$ cat config.mk
export PLATFORM = sky130hd
export DESIGN_NAME = cgs_sync_rx
export DESIGN_NICKNAME = d
export VERILOG_FILES = /design/src/rtl/cgs_pkg.sv /design/src/rtl/cgs_sym_classify.sv /design/src/rtl/cgs_run_counter.sv /design/src/rtl/cgs_link_fsm.sv /design/src/rtl/cgs_sync_rx.sv
export SDC_FILE = /design/constraint.sdc
export NUM_CORES = 1
export LEC_CHECK = 0
export BUFFER_PORTS_ARGS = -buffer_cell sky130_fd_sc_hd__buf_4
export CORE_AREA = 4 4 41 43
export CTS_BUF_LIST = sky130_fd_sc_hd__clkbuf_8
export DETAILED_ROUTE_END_ITERATION = 8
export DIE_AREA = 0 0 45 47
export HOLD_SLACK_MARGIN = 0.12
export PLACE_DENSITY = 0.47
export SLEW_MARGIN = 10
export SYNTH_ARGS = -nofsm -noshare
export SYNTH_HDL_FRONTEND = slang
export SYNTH_SLANG_ARGS = --single-unit
$ cat constraint.sdc
create_clock -name clk -period 2.9 [get_ports clk]
set_clock_uncertainty 0.15 [all_clocks]
set_input_delay 0.58 -clock clk [delete_from_list [all_inputs] [get_ports clk]]
set_output_delay 0.58 -clock clk [all_outputs]
set_load 0.01 [all_outputs]
$ cat src/rtl/cgs_pkg.sv
package cgs_pkg;
  typedef enum logic [0:0] {
    PH_CODE_GROUP = 1'b0,
    PH_ALIGN      = 1'b1
  } link_phase_e;

  typedef struct packed {
    logic       valid;
    logic [7:0] data;
    logic       is_ctrl;
    logic       dec_err;
    logic       disp_err;
  } rx_sym_t;
endpackage

$ cat src/rtl/cgs_sym_classify.sv
module cgs_sym_classify
  import cgs_pkg::*;
#(
  parameter int          DATA_W     = 8,
  parameter logic [7:0]  COMMA_BYTE = 8'hBC
) (
  input  rx_sym_t sym,
  output logic    good_comma,
  output logic    bad_symbol
);
  logic byte_match;
  logic clean;

  always_comb begin
    byte_match = (sym.data[DATA_W-1:0] == COMMA_BYTE[DATA_W-1:0]);
    clean      = !sym.dec_err && !sym.disp_err;
    // all four qualifiers needed
    good_comma = sym.valid && sym.is_ctrl && byte_match && clean;
    bad_symbol = sym.valid && !good_comma;
  end
endmodule

$ cat src/rtl/cgs_run_counter.sv
module cgs_run_counter #(
  parameter int COMMA_RUN = 4,
  parameter int CNT_W     = $clog2(COMMA_RUN + 1)
) (
  input  logic             clk,
  input  logic             rst_n,
  input  logic             clear,
  input  logic             inc,
  output logic [CNT_W-1:0] count,
  output logic             run_hit
);
  localparam logic [CNT_W-1:0] LAST = CNT_W'(COMMA_RUN - 1);

  always_ff @(posedge clk) begin
    if (!rst_n)     count <= '0;
    else if (clear) count <= '0;
    else if (inc)   count <= count + 1'b1;
  end

  assign run_hit = inc && (count == LAST);

  p_count_bound_r3: assert property (@(posedge clk) disable iff (!rst_n)
    count < CNT_W'(COMMA_RUN))
    else $error("run counter exceeded run length");
endmodule

$ cat src/rtl/cgs_link_fsm.sv
module cgs_link_fsm
  import cgs_pkg::*;
(
  input  logic clk,
  input  logic rst_n,
  input  logic resync,
  input  logic run_hit,
  output logic in_code_group,
  output logic sync_n,
  output logic done,
  output logic release_strobe
);
  link_phase_e phase_q, phase_d;

  always_comb begin
    phase_d = phase_q;
    if (resync)                                  phase_d = PH_CODE_GROUP;
    else if (phase_q == PH_CODE_GROUP && run_hit) phase_d = PH_ALIGN;
  end

  always_ff @(posedge clk) begin
    if (!rst_n) begin
      phase_q        <= PH_CODE_GROUP;
      sync_n         <= 1'b0;
      done           <= 1'b0;
      release_strobe <= 1'b0;
    end else begin
      phase_q        <= phase_d;
      sync_n         <= (phase_d == PH_ALIGN);
      release_strobe <= (phase_q == PH_CODE_GROUP) && (phase_d == PH_ALIGN);
      if (resync)       done <= 1'b0;
      else if (run_hit) done <= 1'b1;
    end
  end

  assign in_code_group = (phase_q == PH_CODE_GROUP);

  p_strobe_single_r6: assert property (@(posedge clk) disable iff (!rst_n)
    release_strobe |=> !release_strobe)
    else $error("release strobe longer than one cycle");

  p_strobe_on_rise_r6: assert property (@(posedge clk) disable iff (!rst_n)
    release_strobe |-> sync_n)
    else $error("release strobe without released line");

  p_hold_released_r8: assert property (@(posedge clk) disable iff (!rst_n)
    (sync_n && !resync) |=> sync_n)
    else $error("line dropped without resync");

  p_resync_back_r9: assert property (@(posedge clk) disable iff (!rst_n)
    resync |=> (!sync_n && !done))
    else $error("resync did not restart code-group phase");

  p_done_sticky_r7: assert property (@(posedge clk) disable iff (!rst_n)
    (done && !resync) |=> done)
    else $error("done flag not sticky");
endmodule

$ cat src/rtl/cgs_sync_rx.sv
module cgs_sync_rx
  import cgs_pkg::*;
#(
  parameter int         COMMA_RUN  = 4,
  parameter int         DATA_W     = 8,
  parameter logic [7:0] COMMA_BYTE = 8'hBC
) (
  input  logic              clk,
  input  logic              rst_n,
  input  logic              resync_req,
  input  logic              sym_valid,
  input  logic [DATA_W-1:0] sym_data,
  input  logic              sym_is_ctrl,
  input  logic              sym_dec_err,
  input  logic              sym_disp_err,
  output logic              sync_n,
  output logic              cgs_done,
  output logic              sync_release
);
  localparam int CNT_W = $clog2(COMMA_RUN + 1);

  rx_sym_t          sym;
  logic             good_comma;
  logic             bad_symbol;
  logic             in_cg;
  logic             run_clear;
  logic             run_inc;
  logic             run_hit;
  logic [CNT_W-1:0] run_cnt;

  always_comb begin
    sym          = '0;
    sym.valid    = sym_valid;
    sym.data     = 8'(sym_data);
    sym.is_ctrl  = sym_is_ctrl;
    sym.dec_err  = sym_dec_err;
    sym.disp_err = sym_disp_err;
  end

  cgs_sym_classify #(.DATA_W(DATA_W), .COMMA_BYTE(COMMA_BYTE)) u_classify (
    .sym        (sym),
    .good_comma (good_comma),
    .bad_symbol (bad_symbol)
  );

  assign run_inc   = in_cg && good_comma && !resync_req;
  assign run_clear = resync_req || !in_cg || bad_symbol || run_hit;

  cgs_run_counter #(.COMMA_RUN(COMMA_RUN), .CNT_W(CNT_W)) u_run (
    .clk     (clk),
    .rst_n   (rst_n),
    .clear   (run_clear),
    .inc     (run_inc),
    .count   (run_cnt),
    .run_hit (run_hit)
  );

  cgs_link_fsm u_fsm (
    .clk            (clk),
    .rst_n          (rst_n),
    .resync         (resync_req),
    .run_hit        (run_hit),
    .in_code_group  (in_cg),
    .sync_n         (sync_n),
    .done           (cgs_done),
    .release_strobe (sync_release)
  );

  p_bad_clears_r4: assert property (@(posedge clk) disable iff (!rst_n)
    (in_cg && sym_valid && !sym_is_ctrl) |=> (run_cnt == '0))
    else $error("bad symbol did not clear run");

  p_gap_holds_r5: assert property (@(posedge clk) disable iff (!rst_n)
    (in_cg && !sym_valid && !resync_req) |=> $stable(run_cnt))
    else $error("idle cycle altered run");

  p_done_with_line_r7: assert property (@(posedge clk) disable iff (!rst_n)
    $rose(sync_n) |-> cgs_done)
    else $error("done flag not raised with line release");
endmodule

==> After elaboration in Yosys (flattened, before gate mapping) <==
Index checks and enable logic that the tools add are counted.
{ "op_classes": {"add_sub_neg": 1, "eq_ne": 2, "mux": 2, "n_bitwise": 2, "n_reduce_logical": 19} }
{ "op_table": {"columns": ["op", "n"], "rows": [
  ["logical AND 1 bit", 10],
  ["equality test 8 bit (second input constant)", 1],
  ["logical NOT 1 bit", 4],
  ["OR reduction 2 bit", 2],
  ["adder 3 x 1 -> 3 bit (second input constant)", 1],
  ["equality test 3 x 2 -> 1 bit (second input constant)", 1],
  ["logical OR 1 bit", 3],
  ["two-way mux 1 bit", 2],
  ["NOT 1 bit", 2]
]} }
{ "totals": {"reg_bits": 6, "in_bits": 15, "output_inout_bits": 3, "wordCells": 30} }

==> Depth between registers and ports, before layout <==
Gate-level depths: netlist of run 1.
{ "logic_depth": {"ltp_word": 10, "depth_mapped": 4, "depth_no_buf": 4} }

==> Hierarchy <==
A second synthesis of run 1 with hierarchy kept.
{ "hier_totals": {"cells_unflattened": 32, "hier_area_um2": 310.3} }
{ "modules_own_cells": {"columns": ["module", "instances", "cells_per_inst", "area_per_inst_um2", "seq_area_each_um2"], "rows": [
  ["cgs_run_counter", 1, 14, 140.1, 60.1],
  ["cgs_link_fsm", 1, 10, 105.1, 60.1],
  ["cgs_sym_classify", 1, 6, 45.0, 0.0],
  ["cgs_sync_rx", 1, 2, 20.0, 0.0]
]} }

==> Worst setup path before layout of run 1 <==
OpenSTA, ideal clock, no wires.
{ "synth_timing": {"path_type": "input to register", "from": "input port sym_data[0]", "to": "register u_run.count[1]", "setup_ns": 0.070, "arrival_time_ns": 1.506, "t_required_ns": 2.680, "slack_ns": 1.175, "path_stages": 4, "n_path_buf": 0, "path_cell_list": "and4bb_2 nand4_4 or3b_1 a21oi_1"} }
{ "synth_via": {"elab_chain_len": 8, "word_cells_on_any_way": 11, "cone_classes": "eq/ne: 1; reduce/logical: 10"} }
{ "synth_rtl": {"columns": ["element", "line", "rtl"], "rows": [
  ["start, declared", "cgs_sync_rx.sv:12", "input logic [DATA_W-1:0] sym_data,"],
  ["equality test 8 bit *", "cgs_sym_classify.sv:15", "byte_match = (sym.data[DATA_W-1:0] == COMMA_BYTE[DATA_W-1:0]);"],
  ["logical AND 1 bit * (2 in series)", "cgs_sym_classify.sv:18", "good_comma = sym.valid && sym.is_ctrl && byte_match && clean;"],
  ["logical NOT 1 bit or logical AND 1 bit (tied branches)", "cgs_sym_classify.sv:19, cgs_sync_rx.sv:46", null],
  ["logical AND 1 bit (on tied branches)", "cgs_sym_classify.sv:19, cgs_sync_rx.sv:46", null],
  ["logical OR 1 bit or logical AND 1 bit (tied branches)", "cgs_sync_rx.sv:47, cgs_run_counter.sv:20", null],
  ["logical OR 1 bit", "cgs_sync_rx.sv:47", "assign run_clear = resync_req || !in_cg || bad_symbol || run_hit;"],
  ["OR reduction 2 bit (no line)", null, null],
  ["end signal, assigned", "cgs_run_counter.sv:17", "else if (inc) count <= count + 1'b1;"],
  ["end, declared", "cgs_run_counter.sv:9", "output logic [CNT_W-1:0] count,"]
]} }
Mark *: on every way between the ends. The rest lies on a longest branch, timed or not.
A chain may end at the register's enable or synchronous reset.

==> Worst setup path in the final report of run 1 <==
Ends and elaborated chain as after synthesis.

==> impl_metrics.ini, run 1 <==
[timing]
maxSlewHeadroom_pct = 84.01
setup_tns_ns = 0
hold_violations = 0
max_freq_ghz = 0.5949
finalSetupViolCount = 0
min_period_ns = 1.681
period_share_pct = 57.97
hold_ws_ns = 0.2910
worst_slew_pin_slew_ns = 0.2390
rsz0062_at_grt = no
slew_violations = 0

[drt]
drtAntennaViolNets = 0
num_vias = 327
wire_per_inst_um = 11.12
drt_iter0_markers = 8
vias_per_cell = 4.809
post-route-drc-count = 0
finalWirelength_um = 756
dr.pass1.iters = 4

[yosys]
ys.flop_type = dfxtp_1
yosys.area.top_type = dfxtp_1
synth_common_cells = 6 x dfxtp_1, 4 x a21oi_1, 4 x nand2_1
netlist_area_um2 = 321.6
yosysMostFrequentCell = dfxtp_1
yosysWarnings = 0
postSynthCellCount = 33
synth_fp_nets = 50
ys_ff_latch = 6
ys_seq_area_share_pct = 37.35
synth_enable_flop_cells = 0
syn_avg_cell_area_um2 = 9.744
synthTopCellsByArea = dfxtp_1 37%, and4bb_2 7.8%, ha_1 7.8%
synth_top_area_share_pct = 37.35
synth_cell_types = 17
synthArstFlopShare_pct = 0

[setup_path]
crit_type = primary input to flip-flop
arrival_ns = 1.68
timing.reg2reg.setup_slack_ns = 1.38
reg2reg_depth = 4
cp-start-kind = primary input
crit_path_end_kind = flip-flop
rr_endpoint = u_run.count[2]
critPathRequiredTime_ns = 2.90
path_max_fanout = 6
rr_startpoint = u_run.count[0]

[clocking]
post_cts_resized = 0
clockBufferDepth = 2
cts_tree = built
cts_setup_buffers = 0
worstSkewPairLatency_ns = 0.22
clockRootBuffer = clkbuf_8
clkTransAtPathRegs_ns = 0.04
cts.sinks = 6
h-tree-depth = 1
cts_made_buffers = 3
cts_hold_buf = 0

[grt]
grt_use_met3_pct = 5.747
grt_util_met2_pct = 15.25
grt_pass1_vias = 308
grt.busiest_layer = met2
antenna_found_initial = 0
grtUsageMet1_pct = 8.447
grt_use_total_pct = 9.098
grt_max_degree = 7
gr-total-overflow = 0
grt_pass1_wl_um = 1297

[cells_and_area]
n_antenna_cell = 0
final_util_pct = 39.13
final_cells = 68
area_growth_pct = 58.37
drive_gt1_share_pct = 49.06
finalNetCount = 72

[placement]
dp_cells = 65
io_buffers = 17
place_congestion = 0.6405

[floorplan]
num_rows = 13
start_util_pct = 24.71
core_area_um2 = 1301
dieHeight_um = 47
die_area_um2 = 2115
ios = 18
fp.dieW_um = 45

[pwr]
p_per_area_nw_per_um2 = 444.5
vdd_drop_max_mv = 0.1688
p_leak_uw = 0.0002234

[flow_run]
cap_violations = 0

[min_path]
worstHoldStart = u_fsm.done
hold_path.class = flip-flop to flip-flop
min_path_cells = 2
hold-path-endpoint = u_fsm.done

[outcome]
status = finished, final reports clean
-- metrics by stage --
| step | instance area (µm²) | setup WS, ns | total power, µW |
|---|---|---|---|
| 4_1_cts | 509.2 | 1.219 | 230.3 |
| 2_1_floorplan | 321.6 | 1.175 | 89.82 |
| 6_report | 509.2 | 1.219 | 226.3 |
| 3_5_place_dp | 467.9 | 0.9907 | 104.4 |
| 3_3_place_gp | 467.9 | 1.041 | 103.9 |
| 5_1_grt | 509.2 | 1.155 | 240.5 |
-- where the power goes --
group          switching (µW)  internal [µW]
registers            0.000353           83.0
logic                    5.45           14.6
clock network            34.3           89.0
-- how the worst max path moves through the flow --
stage                     depth (start not counted)             end         from
after floorplan                                   4  u_run.count[1]  sym_data[0]
after global placement                            5  u_run.count[1]  sym_data[0]
after detailed placement                          5  u_run.count[1]  sym_data[0]
after CTS                                         5  u_run.count[1]  sym_data[0]
after global routing                              5  u_run.count[1]  sym_data[0]
final                                             5  u_run.count[1]  sym_data[0]
-- flip-flops by register name, indices dropped and copies added (netlist names) --
signal                count
u_fsm.phase_q             1
u_fsm.done                1
u_fsm.release_strobe      1
u_run.count               3
-- per-layer routing --
metal / wire length (µm) / up-vias / part of all wire (%)
li1: - / 163 / -
met4: 13 / 0 / 1.7
met5: 0 / - / 0
met1: 285 / 148 / 38
met2: 404 / 12 / 53
met3: 52 / 4 / 6.9
-- cell families (layout without fill, tap and decap cells) --
family	after synthesis	after routing	synth area share (%)
AND/OR/NAND/NOR	17	17	40.85
adder cells (fa/ha/maj)	2	2	7.781
buffers and inverters	2	22	2.336
flip-flops	6	6	37.36
AO/OA/AOI/OAI	6	6	11.67
-- layout by cell type (no fill, tap or decap) --
| cell | count |
|---|---|
| and4_2 | 1 |
| buf_4 | 17 |
| and3_1 | 1 |
| a211o_1 | 1 |
| nand3_1 | 1 |
| a21oi_1 | 4 |
| clkbuf_8 | 3 |
| nand2_1 | 4 |
| or2b_2 | 1 |
| or3_1 | 2 |
| ha_1 | 2 |
| and4bb_2 | 2 |
| or3b_1 | 1 |
| nand4_4 | 1 |
| inv_1 | 2 |
| dfxtp_1 | 6 |
| nor2_1 | 2 |
| and4b_2 | 1 |
| a41oi_1 | 1 |
-- critical path: stages --
cell and delay, ns:
buf_4 0.10, and4bb_2 0.35, nand4_4 0.14, or3b_1 0.37, a21oi_1 0.14
-- cell type report --
class | instances | area [µm²]
flip-flops and latches | 6 | 120.1
well taps | 15 | 18.77
clock buffers | 3 | 41.29
fillers | 144 | 792.0
inverters | 2 | 7.507
multi-input cells | 25 | 193.9
repair buffers | 17 | 127.6
Note: power is estimated with default switching activity, not from simulation.
==> run 2, diff against run 1 <==
--- a/config.mk
+++ b/config.mk
@@ -11,7 +11,7 @@
 export DETAILED_ROUTE_END_ITERATION = 8
 export DIE_AREA = 0 0 45 47
 export HOLD_SLACK_MARGIN = 0.12
-export PLACE_DENSITY = 0.47
+export PLACE_DENSITY = 0.49
 export SLEW_MARGIN = 10
 export SYNTH_ARGS = -nofsm -noshare
 export SYNTH_HDL_FRONTEND = slang
==> constraint.sdc (replaced) <==
create_clock -name clk -period 1.3 [get_ports clk]
set_clock_uncertainty 0.15 [all_clocks]
set_input_delay 0.26 -clock clk [delete_from_list [all_inputs] [get_ports clk]]
set_output_delay 0.26 -clock clk [all_outputs]
set_load 0.01 [all_outputs]
==> run 2 against run 1 <==
  * The flow now finishes with violations (negative setup slack)
  * Register-to-register slack worse by 1.5 ns
  * Cell count up 16%
  * Clock power up 130%
  * Die area unchanged
  * Clock-buffer cell count unchanged
  * Worst hold slack worse by 0.12 ns
  * Critical path depth down 1
  * First-iteration DRC count down 75%
  * Critical path type is now flip-flop to flip-flop
  * Critical endpoint is now u_run.count[2]
==> impl_metrics.ini, run 2 (synthesis results as in run 1) <==
[drt]
finalWirelength_um = 1051
wire_per_inst_um = 13.30
vias_per_cell = 4.886
drt_iter0_markers = 2
drtAntennaViolNets = 0
num_vias = 386
dr.pass1.iters = 2
post-route-drc-count = 0

[placement]
dp_cells = 75
place_congestion = 0.6484
dp_hpwl_um = 685.1
postPlaceCellArea_um2 = 545.5
io_buffers = 17

[timing]
finalSetupViolCount = 5
rsz0062_at_grt = yes
min_period_ns = 1.375
period_share_pct = 105.8
maxSlewHeadroom_pct = 87.27
worst_slack_ns = -0.07548
worst_slew_pin_slew_ns = 0.1910
slew_violations = 0
hold_violations = 0
max_freq_ghz = 0.7270

[grt]
grt_util_met2_pct = 17.23
grt.busiest_layer = met2
grt_max_degree = 6
grt_pass1_wl_um = 1538
gr-total-overflow = 0
grt_pass1_vias = 387
antenna_found_initial = 0
grt_use_total_pct = 10.77
grtUsageMet1_pct = 10.76
grt_use_met3_pct = 6.130

[floorplan]
fp.dieW_um = 45
core_area_um2 = 1301
dieHeight_um = 47
die_area_um2 = 2115
start_util_pct = 24.71
num_rows = 13
ios = 18

[pwr]
power.share.clock_pct = 54.3
comb_power_share_pct = 10.9
p_per_area_nw_per_um2 = 796.4
intPower_uw = 425.7
finalPower_uw = 532.1
p_switching_uw = 106.4
p_leak_uw = 0.0002862
sw_frac_of_total_pct = 19.99
pwr-share-seq_pct = 34.8
vdd_drop_max_mv = 0.6290

[cells_and_area]
finalInstanceArea_um2 = 668.1
area_growth_pct = 107.8
finalNetCount = 83
largest_register = u_run.count
layout_common_cells = 25 x buf_4, 4 x nand2_1, 4 x a21oi_2, 4 x dfxtp_1
fillCellCount = 141
final_util_pct = 51.35
final_cells = 79
final_common_cell = buf_4
drive_gt1_share_pct = 78.13
n_antenna_cell = 0
largest_reg_flops = 3

[setup_path]
arrival_ns = 1.39
timing.reg2reg.setup_slack_ns = -0.08
rr_startpoint = u_run.count[1]
crit_type = flip-flop to flip-flop
path_max_fanout = 4
crit_path_end_kind = flip-flop
cp-start-kind = flip-flop
critPathRequiredTime_ns = 1.32
reg2reg_depth = 4
cp-startpoint = u_run.count[1]
rr_endpoint = u_run.count[2]

[clocking]
worstSkewPairLatency_ns = 0.23
cts_made_buffers = 3
cts_tree = built
h-tree-depth = 1
clockBufferDepth = 2
cts.sinks = 6
cts_hold_buf = 0
clockRootBuffer = clkbuf_8
clkTransAtPathRegs_ns = 0.04

[min_path]
hold-path-endpoint = u_fsm.release_strobe
min_path_cells = 2
worstHoldStart = rst_n
hold_path.class = primary input to flip-flop

[outcome]
violations = negative setup slack
status = complete, but fails checks

[flow_run]
cap_violations = 0
==> run 2: worst max-delay path by stage <==
stage                      to  slack [ns]  cells after the start
3_3_place_gp   u_run.count[1]       -0.22                      5
3_5_place_dp   u_run.count[1]       -0.26                      5
4_1_cts        u_run.count[2]       -0.07                      4
6_report       u_run.count[2]       -0.08                      4
5_1_grt        u_run.count[1]       -0.12                      5
2_1_floorplan  u_run.count[1]        -0.1                      4
==> run 2: cell type report <==
type,count,area [µm²],share of cell area [%]
sequential,6,122.6,18.35
clock buffer,3,41.29,6.180
inverter,2,7.507,1.124
multi-input combinational,25,256.5,38.39
timing repair buffer,28,221.5,33.15
tap,15,18.77,2.809
==> run 2: per-stage QoR <==
step	setup WS (ns)	TNS, ns	hold WS [ns]
after floorplan	-0.09898	-0.2347	0.2625
after global placement	-0.2183	-0.9243	0.2914
after detailed placement	-0.2631	-1.001	0.2891
after CTS	-0.07266	-0.1812	0.1299
after global routing	-0.1207	-0.4304	0.1671
final	-0.07548	-0.2637	0.1720
==> run 2: worst max-delay path, stage by stage (launching register included) <==
cell	delay, ns
dfxtp_2	0.33
ha_4	0.16
ha_4	0.16
or3_1	0.38
a21oi_2	0.13
==> run 2: power groups by stage <==
stage | combinational, µW | clock (µW) | sequential, µW
after CTS | 51.4 | 296 | 185
after global routing | 62.3 | 315 | 185
after detailed placement | 51.3 | 0 | 188
after global placement | 50.6 | 0 | 188
final | 57.9 | 289 | 185
after floorplan | 12.4 | 0 | 188
==> run 2: per-layer routing <==
| metal | up-vias | wire (µm) |
|---|---|---|
| li1 | 186 | - |
| met1 | 181 | 357 |
| met2 | 15 | 570 |
| met3 | 4 | 90 |
| met4 | 0 | 32 |
| met5 | - | 0 |
==> run 2: repair_timing <==
item                                    4_1_cts  5_1_grt
buffers inserted                              0        1
resized for setup                             5       12
endpoints found under the setup margin        4        5
pin swaps                                     6       10
hold endpoints to repair                      0        0
